**config.mk**
```make
export PLATFORM = sky130hd
export DESIGN_NAME = sect_xlate
export DESIGN_NICKNAME = d
export VERILOG_FILES = /design/src/rtl/sect_xlate.sv
export SDC_FILE = /design/constraint.sdc
export NUM_CORES = 1
export LEC_CHECK = 0
export CORE_ASPECT_RATIO = 1.2
export CORE_MARGIN = 5
export CORE_UTILIZATION = 44
export DETAILED_ROUTE_END_ITERATION = 12
export PLACE_DENSITY_LB_ADDON = 0.2
export SLEW_MARGIN = 15
export SYNTH_ARGS = -nofsm -noshare
export SYNTH_HDL_FRONTEND = slang
export SYNTH_SLANG_ARGS = --single-unit
```
**constraint.sdc**
```tcl
create_clock -name clk -period 2.6 [get_ports clk]
set_input_delay 0.52 -clock clk [delete_from_list [all_inputs] [get_ports clk]]
set_output_delay 0.52 -clock clk [all_outputs]
set_load 0.03 [all_outputs]
```
**src/rtl/sect_xlate.sv**
```systemverilog
`timescale 1ns/1ps
module sect_xlate (
  input  logic        clk,
  input  logic        rst_n,
  input  logic        xlat_en,
  input  logic [31:0] tbl_base,
  input  logic        req_valid,
  output logic        req_ready,
  input  logic [31:0] req_va,
  output logic        rsp_valid,
  input  logic        rsp_ready,
  output logic [31:0] rsp_pa,
  output logic        rsp_fault,
  output logic [1:0]  rsp_fcode,
  output logic [8:0]  rsp_attr,
  output logic        mem_req_valid,
  input  logic        mem_req_ready,
  output logic [31:0] mem_addr,
  input  logic        mem_rdata_valid,
  input  logic [31:0] mem_rdata
);
  localparam logic [1:0] FC_NONE  = 2'b00;
  localparam logic [1:0] FC_INVAL = 2'b01;
  localparam logic [1:0] FC_TYPE  = 2'b10;

  typedef enum logic [1:0] {S_IDLE, S_FETCH, S_WAIT, S_RESP} st_t;
  st_t st;

  logic [19:0] off_q;
  logic [31:0] addr_q, pa_q;
  logic [1:0]  fc_q;
  logic [8:0]  attr_q;

  wire accept = req_valid && req_ready;
  wire unused_bits = ^{tbl_base[13:0], mem_rdata[19:12], mem_rdata[9]};

  always_ff @(posedge clk) begin
    if (!rst_n) begin
      st     <= S_IDLE;
      off_q  <= '0;
      addr_q <= '0;
      pa_q   <= '0;
      fc_q   <= FC_NONE;
      attr_q <= '0;
    end else begin
      case (st)
        S_IDLE: if (req_valid) begin
          off_q <= req_va[19:0];
          if (!xlat_en) begin
            pa_q   <= req_va;
            fc_q   <= FC_NONE;
            attr_q <= '0;
            st     <= S_RESP;
          end else begin
            addr_q <= {tbl_base[31:14], req_va[31:20], 2'b00};
            st     <= S_FETCH;
          end
        end
        S_FETCH: if (mem_req_ready) st <= S_WAIT;
        S_WAIT: if (mem_rdata_valid) begin
          case (mem_rdata[1:0])
            2'b10: begin
              pa_q   <= {mem_rdata[31:20], off_q};
              fc_q   <= FC_NONE;
              attr_q <= {mem_rdata[11:10], mem_rdata[8:5], mem_rdata[4:2]};
            end
            2'b00: begin
              pa_q   <= '0;
              fc_q   <= FC_INVAL;
              attr_q <= '0;
            end
            default: begin
              pa_q   <= '0;
              fc_q   <= FC_TYPE;
              attr_q <= '0;
            end
          endcase
          st <= S_RESP;
        end
        S_RESP: if (rsp_ready) st <= S_IDLE;
        default: st <= S_IDLE;
      endcase
    end
  end

  assign req_ready     = (st == S_IDLE);
  assign mem_req_valid = (st == S_FETCH);
  assign mem_addr      = addr_q;
  assign rsp_valid     = (st == S_RESP);
  assign rsp_pa        = pa_q;
  assign rsp_fcode     = fc_q;
  assign rsp_fault     = (fc_q != FC_NONE);
  assign rsp_attr      = attr_q;

  a_r10_reset_idle: assert property (@(posedge clk)
    !rst_n |=> req_ready && !rsp_valid && !mem_req_valid);

  a_r1_desc_addr: assert property (@(posedge clk) disable iff (!rst_n)
    accept && xlat_en |=> mem_req_valid &&
      mem_addr == {$past(tbl_base[31:14]), $past(req_va[31:20]), 2'b00});

  a_r3_flat_next_cycle: assert property (@(posedge clk) disable iff (!rst_n)
    accept && !xlat_en |=> rsp_valid && !mem_req_valid &&
      rsp_pa == $past(req_va) && !rsp_fault && rsp_attr == 9'd0);

  a_r6_single_outstanding: assert property (@(posedge clk) disable iff (!rst_n)
    accept |=> !req_ready);

  a_r7_rsp_hold: assert property (@(posedge clk) disable iff (!rst_n)
    rsp_valid && !rsp_ready |=> rsp_valid && $stable(rsp_pa) &&
      $stable(rsp_fcode) && $stable(rsp_attr));

  a_r8_req_hold: assert property (@(posedge clk) disable iff (!rst_n)
    mem_req_valid && !mem_req_ready |=> mem_req_valid && $stable(mem_addr));

  a_r4_r5_fault_clean: assert property (@(posedge clk) disable iff (!rst_n)
    rsp_valid && rsp_fault |-> rsp_pa == 32'd0 && rsp_attr == 9'd0 &&
      rsp_fcode != 2'b11);

  a_r12_rsp_after_data: assert property (@(posedge clk) disable iff (!rst_n)
    !mem_req_valid && !rsp_valid && !req_ready && mem_rdata_valid |=> rsp_valid);
endmodule

```
==> impl_metrics.yaml, run 1 <==
run_status:
  status: "complete, no violations"
drt:
  wl_um: 10800
  first_pass_iters: 5
  wl_per_cell_um: 15.3
  via_per_inst: 5.23
  vias: 3698
  drc: 0
  drt_iter0_drc: 201
  ant_nets: 0
finish:
  finalNetCount: 692
  fillers: 722
  layoutNonFillerInstCount: 707
  stdcell_area_sq_um: 5630
  diodes: 0
  drive_gt1_frac: 0.0576
  most-common-layout-cells: "clkdlybuf4s50_1 (155), nand2_1 (115), dfxtp_1 (95), a21boi_0 (59)"
  final_common_cell: "clkdlybuf4s50_1"
  area_delta_synth_final_pct: 49.9
min_path:
  worst_hold_path_type: "reg2reg"
timing:
  tightest_slew_ns: 0.557
  hold_violations: 0
  finalHoldWorstSlack_ns: 0.462
  drv_slew: 0
  setup_tns_ns: 0
  relSlewSlack: 0.625
  fmax_mhz: 411
  finalWorstPathRequiredPeriod_ns: 2.43
  rsz0062_at_grt: "no"
  period_share: 0.936
  finalSetupViolations: 0
  fin_worst_skew_ns: 0.00851
floorplanning:
  coreArea_sq_um: 8470
  dieArea_sq_um: 10500
  io_pins: 182
  rows: 37
  die_y_um: 111
  start_util: 0.444
  die_x_um: 94.4
global_routing:
  grt_max_degree: 47
  grt_usage: 0.210
  grt_pass1_wl_um: 17700
  overflow: 0
  grt_pass1_vias: 3738
  antenna_found_initial: 0
worst_setup_path:
  cp_num_buf_inv: 2
  end_kind: "output pin"
  worstPathCellList: "inv_1, ha_1, clkdlybuf4s50_1"
  arrival_ns: 1.91
  critical_path_peak_fanout: 8
  path_delay_family: "buffers and inverters"
  startpoint_type: "register"
  r2r_slack_ns: 0.51
  critical_path_class: "reg2out"
  crit_required_ns: 2.08
  cpMaxStageDelayCell: "clkdlybuf4s50_1"
  cp_slowest_stage_delay_ns: 0.77
yosys:
  yosysTopAreaCell: "dfxtp_1"
  yosys.area.top_type_share: 0.506
  synth_area_sq_um: 3760
  synth_area_leaders: "dfxtp_1 (51%), a21boi_0 (12%), nand2_1 (11%)"
  yosysWarnings: 0
  ys_seq_area_frac: 0.506
  synth_seq_cells: 95
  syn_inst: 441
  syn_area_per_cell_sq_um: 8.52
  synthDistinctLibCells: 28
power:
  comb_power_share: 0.452
  internal_power_mw: 3.14
  leakagePower_nw: 2.06
  power.share.clock: 0.182
  power.share.sequential: 0.365
  p_total_mw: 5.18
  p_switching_mw: 2.05
  p_sw_frac: 0.395
  peakVddDrop_mv: 0.504
  p_per_area_nw_per_um2: 920
clock_tree:
  post_cts_buffers: 0
  clk_latency_ns: 0.36
  numCtsBuffers: 9
  htreeDepth: 3
  cts_tree: "yes"
  path_clk_slew_ns: 0.09
  cts_num_sinks: 95
  cts_root_buf: "clkbuf_8"
  cts_resized: 0
  postCtsHoldBufs: 0
  clockBufferDepth: 2
run:
  maxCapViolCount: 0
placed_design:
  dpl.hpwl_um: 7670
  gp_congestion: 0.768
  io_buffers: 156
  placedCellCount: 691
  place_area_sq_um: 5440
==> registers in the layout, summed over array words and instances (netlist names) <==
name and cells:
st 2, off_q 20, rsp_pa 32, rsp_fcode 2, rsp_attr 9, mem_addr 30
==> Yosys cell counts <==
cell type,n
nor2_2,1
mux2i_1,1
nand2_1,115
nor2_1,33
or4_1,1
nor3b_2,1
clkbuf_1,31
nor4_1,1
or2_2,1
a21boi_1,2
o21ai_0,28
a211o_1,1
ha_1,4
clkinv_1,1
buf_4,2
conb_1,1
a221oi_1,32
a21boi_0,59
nor2b_1,4
and2_1,1
o21ai_1,4
a211oi_2,1
nand3_1,10
nand2b_1,1
inv_1,3
o211a_1,2
dfxtp_1,95
buf_2,5
==> metrics by stage <==
stage / worst slack, ns / utilization
2_1_floorplan: 0.659 / -
3_3_place_gp: 0.248 / 0.642
3_5_place_dp: 0.205 / 0.642
4_1_cts: 0.138 / 0.665
5_1_grt: 0.0640 / 0.665
6_report: 0.167 / 0.665
==> layout make-up <==
cell class	instances	area [sq um]	area share
Sequential cell	95	1900	0.338
Clock buffer	12	145	0.0258
Timing Repair Buffer	170	1670	0.297
Inverter	4	15.0	0.00267
Multi-Input combinational cell	305	1710	0.303
Clock inverter	4	45.0	0.00800
Tap cell	117	146	0.0260
==> cell families after synthesis <==
group,after synthesis,share of synthesized area
buffers and inverters,42,0.0456
DFF,95,0.506
other,1,0.000998
muxes,1,0.00266
AOI/OAI and AO/OA,129,0.250
and+or+nand+nor,169,0.181
adders and majority gates,4,0.0133
==> worst register-to-register path, cell delays in order (launching register included) <==
cell	delay (ns)
dfxtp_1	0.35
inv_1	0.09
ha_1	0.36
nor2_2	0.12
a211o_1	0.44
buf_4	0.28
a221oi_1	0.26
nor2_1	0.08
==> path summary, 6_finish.rpt <==
kind	cells after the start	start	end
min	2	rsp_attr[0]$_SDFFE_PN0P_	rsp_attr[0]$_SDFFE_PN0P_
max	3	st[0]$_SDFFE_PN0P_	req_ready
min reg2reg	2	rsp_attr[0]$_SDFFE_PN0P_	rsp_attr[0]$_SDFFE_PN0P_
max reg2reg	7	st[0]$_SDFFE_PN0P_	rsp_pa[6]$_SDFFE_PN0P_
==> layer usage <==
metal,track usage,vias to the layer above,share of wire
li1,-,1790,-
met1,0.233,1740,0.40
met2,0.352,144,0.49
met3,0.0692,24,0.085
met4,0.110,0,0.031
met5,0,-,0
==> power groups by stage <==
stage	Combinational [mW]	Clock [mW]	Sequential (mW)
floorplan	0.991	0	2.33
global placement	2.32	0	1.91
detailed placement	2.36	0	1.92
CTS	2.37	0.978	1.89
global route	2.54	1.05	1.93
finish	2.34	0.946	1.89
(Power assumes the default switching activity.)
==> run 2, diff against run 1 <==
==> constraint.sdc (replaced) <==
create_clock -name clk -period 3 [get_ports clk]
set_input_delay 0.6 -clock clk [delete_from_list [all_inputs] [get_ports clk]]
set_output_delay 0.6 -clock clk [all_outputs]
set_load 0.03 [all_outputs]
==> run 2 against run 1 <==
Sequential power down 13%. Worst setup slack better by 0.31 ns. Clock-buffer cell count is 2 lower. Die area unchanged. Core utilization grew 0.15 points. Cell area grew 0.22%.
==> impl_metrics.yaml, run 2 (synthesis results as in run 1) <==
timing:
  finalSetupViolations: 0
  period_share: 0.840
  finalWorstPathRequiredPeriod_ns: 2.52
  drv_slew: 0
  relSlewSlack: 0.533
  tightest_slew_ns: 0.701
  fin_worst_skew_ns: 0.00620
  hold_violations: 0
  setup_tns_ns: 0
  rsz0062_at_grt: "no"
  fmax_mhz: 397
global_routing:
  grt_pass1_wl_um: 17300
  antenna_found_initial: 0
  grt_pass1_vias: 3599
  grt_max_degree: 50
  grt_usage: 0.208
  overflow: 0
worst_setup_path:
  startpoint_type: "register"
  critical_path_peak_fanout: 8
  reg2reg_depth: 7
  path_depth: 3
  cp_slowest_stage_delay_ns: 0.77
  crit_required_ns: 2.40
  end_kind: "output pin"
  worstPathCellList: "inv_1, ha_1, clkdlybuf4s50_1"
  cp_num_buf_inv: 2
  path_delay_family: "buffers and inverters"
  arrival_ns: 1.92
  critical_path_class: "reg2out"
  cpMaxStageDelayCell: "clkdlybuf4s50_1"
drt:
  top_layer: "met4"
  drt_iter0_drc: 149
  wl_per_cell_um: 15.0
  vias: 3636
  route.met2.wl_um: 5080
  first_pass_iters: 4
  wl_um: 10600
  ant_nets: 0
  via_per_inst: 5.16
  met3_length_um: 1040
  wl_met1_um: 4260
  drc: 0
finish:
  diodes: 0
  largest_reg_flops: 32
  multi_input_area_sq_um: 1710
  finalNetCount: 689
  area_delta_synth_final_pct: 50.2
  layoutNonFillerInstCount: 704
  stdcell_area_sq_um: 5650
  seqCellArea_sq_um: 1900
  final_common_cell: "clkdlybuf4s50_1"
  most-common-layout-cells: "clkdlybuf4s50_1 (155), nand2_1 (115), dfxtp_1 (95), a21boi_0 (59)"
  drive_gt1_frac: 0.0545
  fillers: 723
clock_tree:
  clk_latency_ns: 0.36
  numCtsBuffers: 9
  cts_tree: "yes"
  cts_resized: 0
  cts_root_buf: "clkbuf_8"
  htreeDepth: 3
  cts_num_sinks: 95
  path_clk_slew_ns: 0.09
  postCtsHoldBufs: 0
  clockBufferDepth: 2
  post_cts_buffers: 0
power:
  p_per_area_nw_per_um2: 806
  leakagePower_nw: 2.05
  peakVddDrop_mv: 0.528
  p_total_mw: 4.55
floorplanning:
  die_y_um: 111
  coreArea_sq_um: 8470
  rows: 37
  die_x_um: 94.4
  dieArea_sq_um: 10500
  io_pins: 182
  start_util: 0.444
placed_design:
  gp_congestion: 0.767
  dpl.hpwl_um: 7440
  placedCellCount: 688
  place_area_sq_um: 5430
  io_buffers: 156
min_path:
  worst_hold_path_type: "reg2reg"
  hold_depth: 2
run:
  maxCapViolCount: 0
run_status:
  status: "complete, no violations"
==> run 2: power breakdown <==
group | switching (mW) | internal (mW)
sequential | 0.126 | 1.51
combinational | 1.23 | 0.786
clock | 0.432 | 0.467
==> run 2: stage by stage <==
stage,worst slack (ns),hold slack (ns),utilization
global placement,0.556,0.438,0.641
floorplan,1.06,0.443,-
CTS,0.459,0.464,0.666
detailed placement,0.527,0.450,0.641
finish,0.479,0.462,0.666
global route,0.374,0.492,0.666
==> run 2: final cells by class <==
cell class	instances	share of cell area
clock buffer	10	0.0226
clock inverter	6	0.0151
inverter	4	0.00266
multi-input combinational	305	0.302
sequential	95	0.337
tap	117	0.0259
timing repair buffer	167	0.295
==> run 2: path summary, 6_finish.rpt <==
path	start	to	slack [ns]
hold / removal	rsp_attr[0]$_SDFFE_PN0P_	rsp_attr[0]$_SDFFE_PN0P_	0.46
setup reg to reg	st[0]$_SDFFE_PN0P_	rsp_attr[8]$_SDFFE_PN0P_	0.79
hold reg to reg	rsp_attr[0]$_SDFFE_PN0P_	rsp_attr[0]$_SDFFE_PN0P_	0.46
setup / recovery	st[0]$_SDFFE_PN0P_	req_ready	0.48
==> run 2: layer usage <==
metal,vias to the layer above,global-route usage
li1,1784,-
met1,1714,0.236
met2,123,0.344
met3,15,0.0889
met4,0,0.0723
met5,-,0
==> run 2: worst min-delay path, delay by kind of cell (launching register included) <==
family	cells	cell delay, ns
and+or+nand+nor	1	0.05
AOI/OAI and AO/OA	1	0.05
DFF	1	0.32
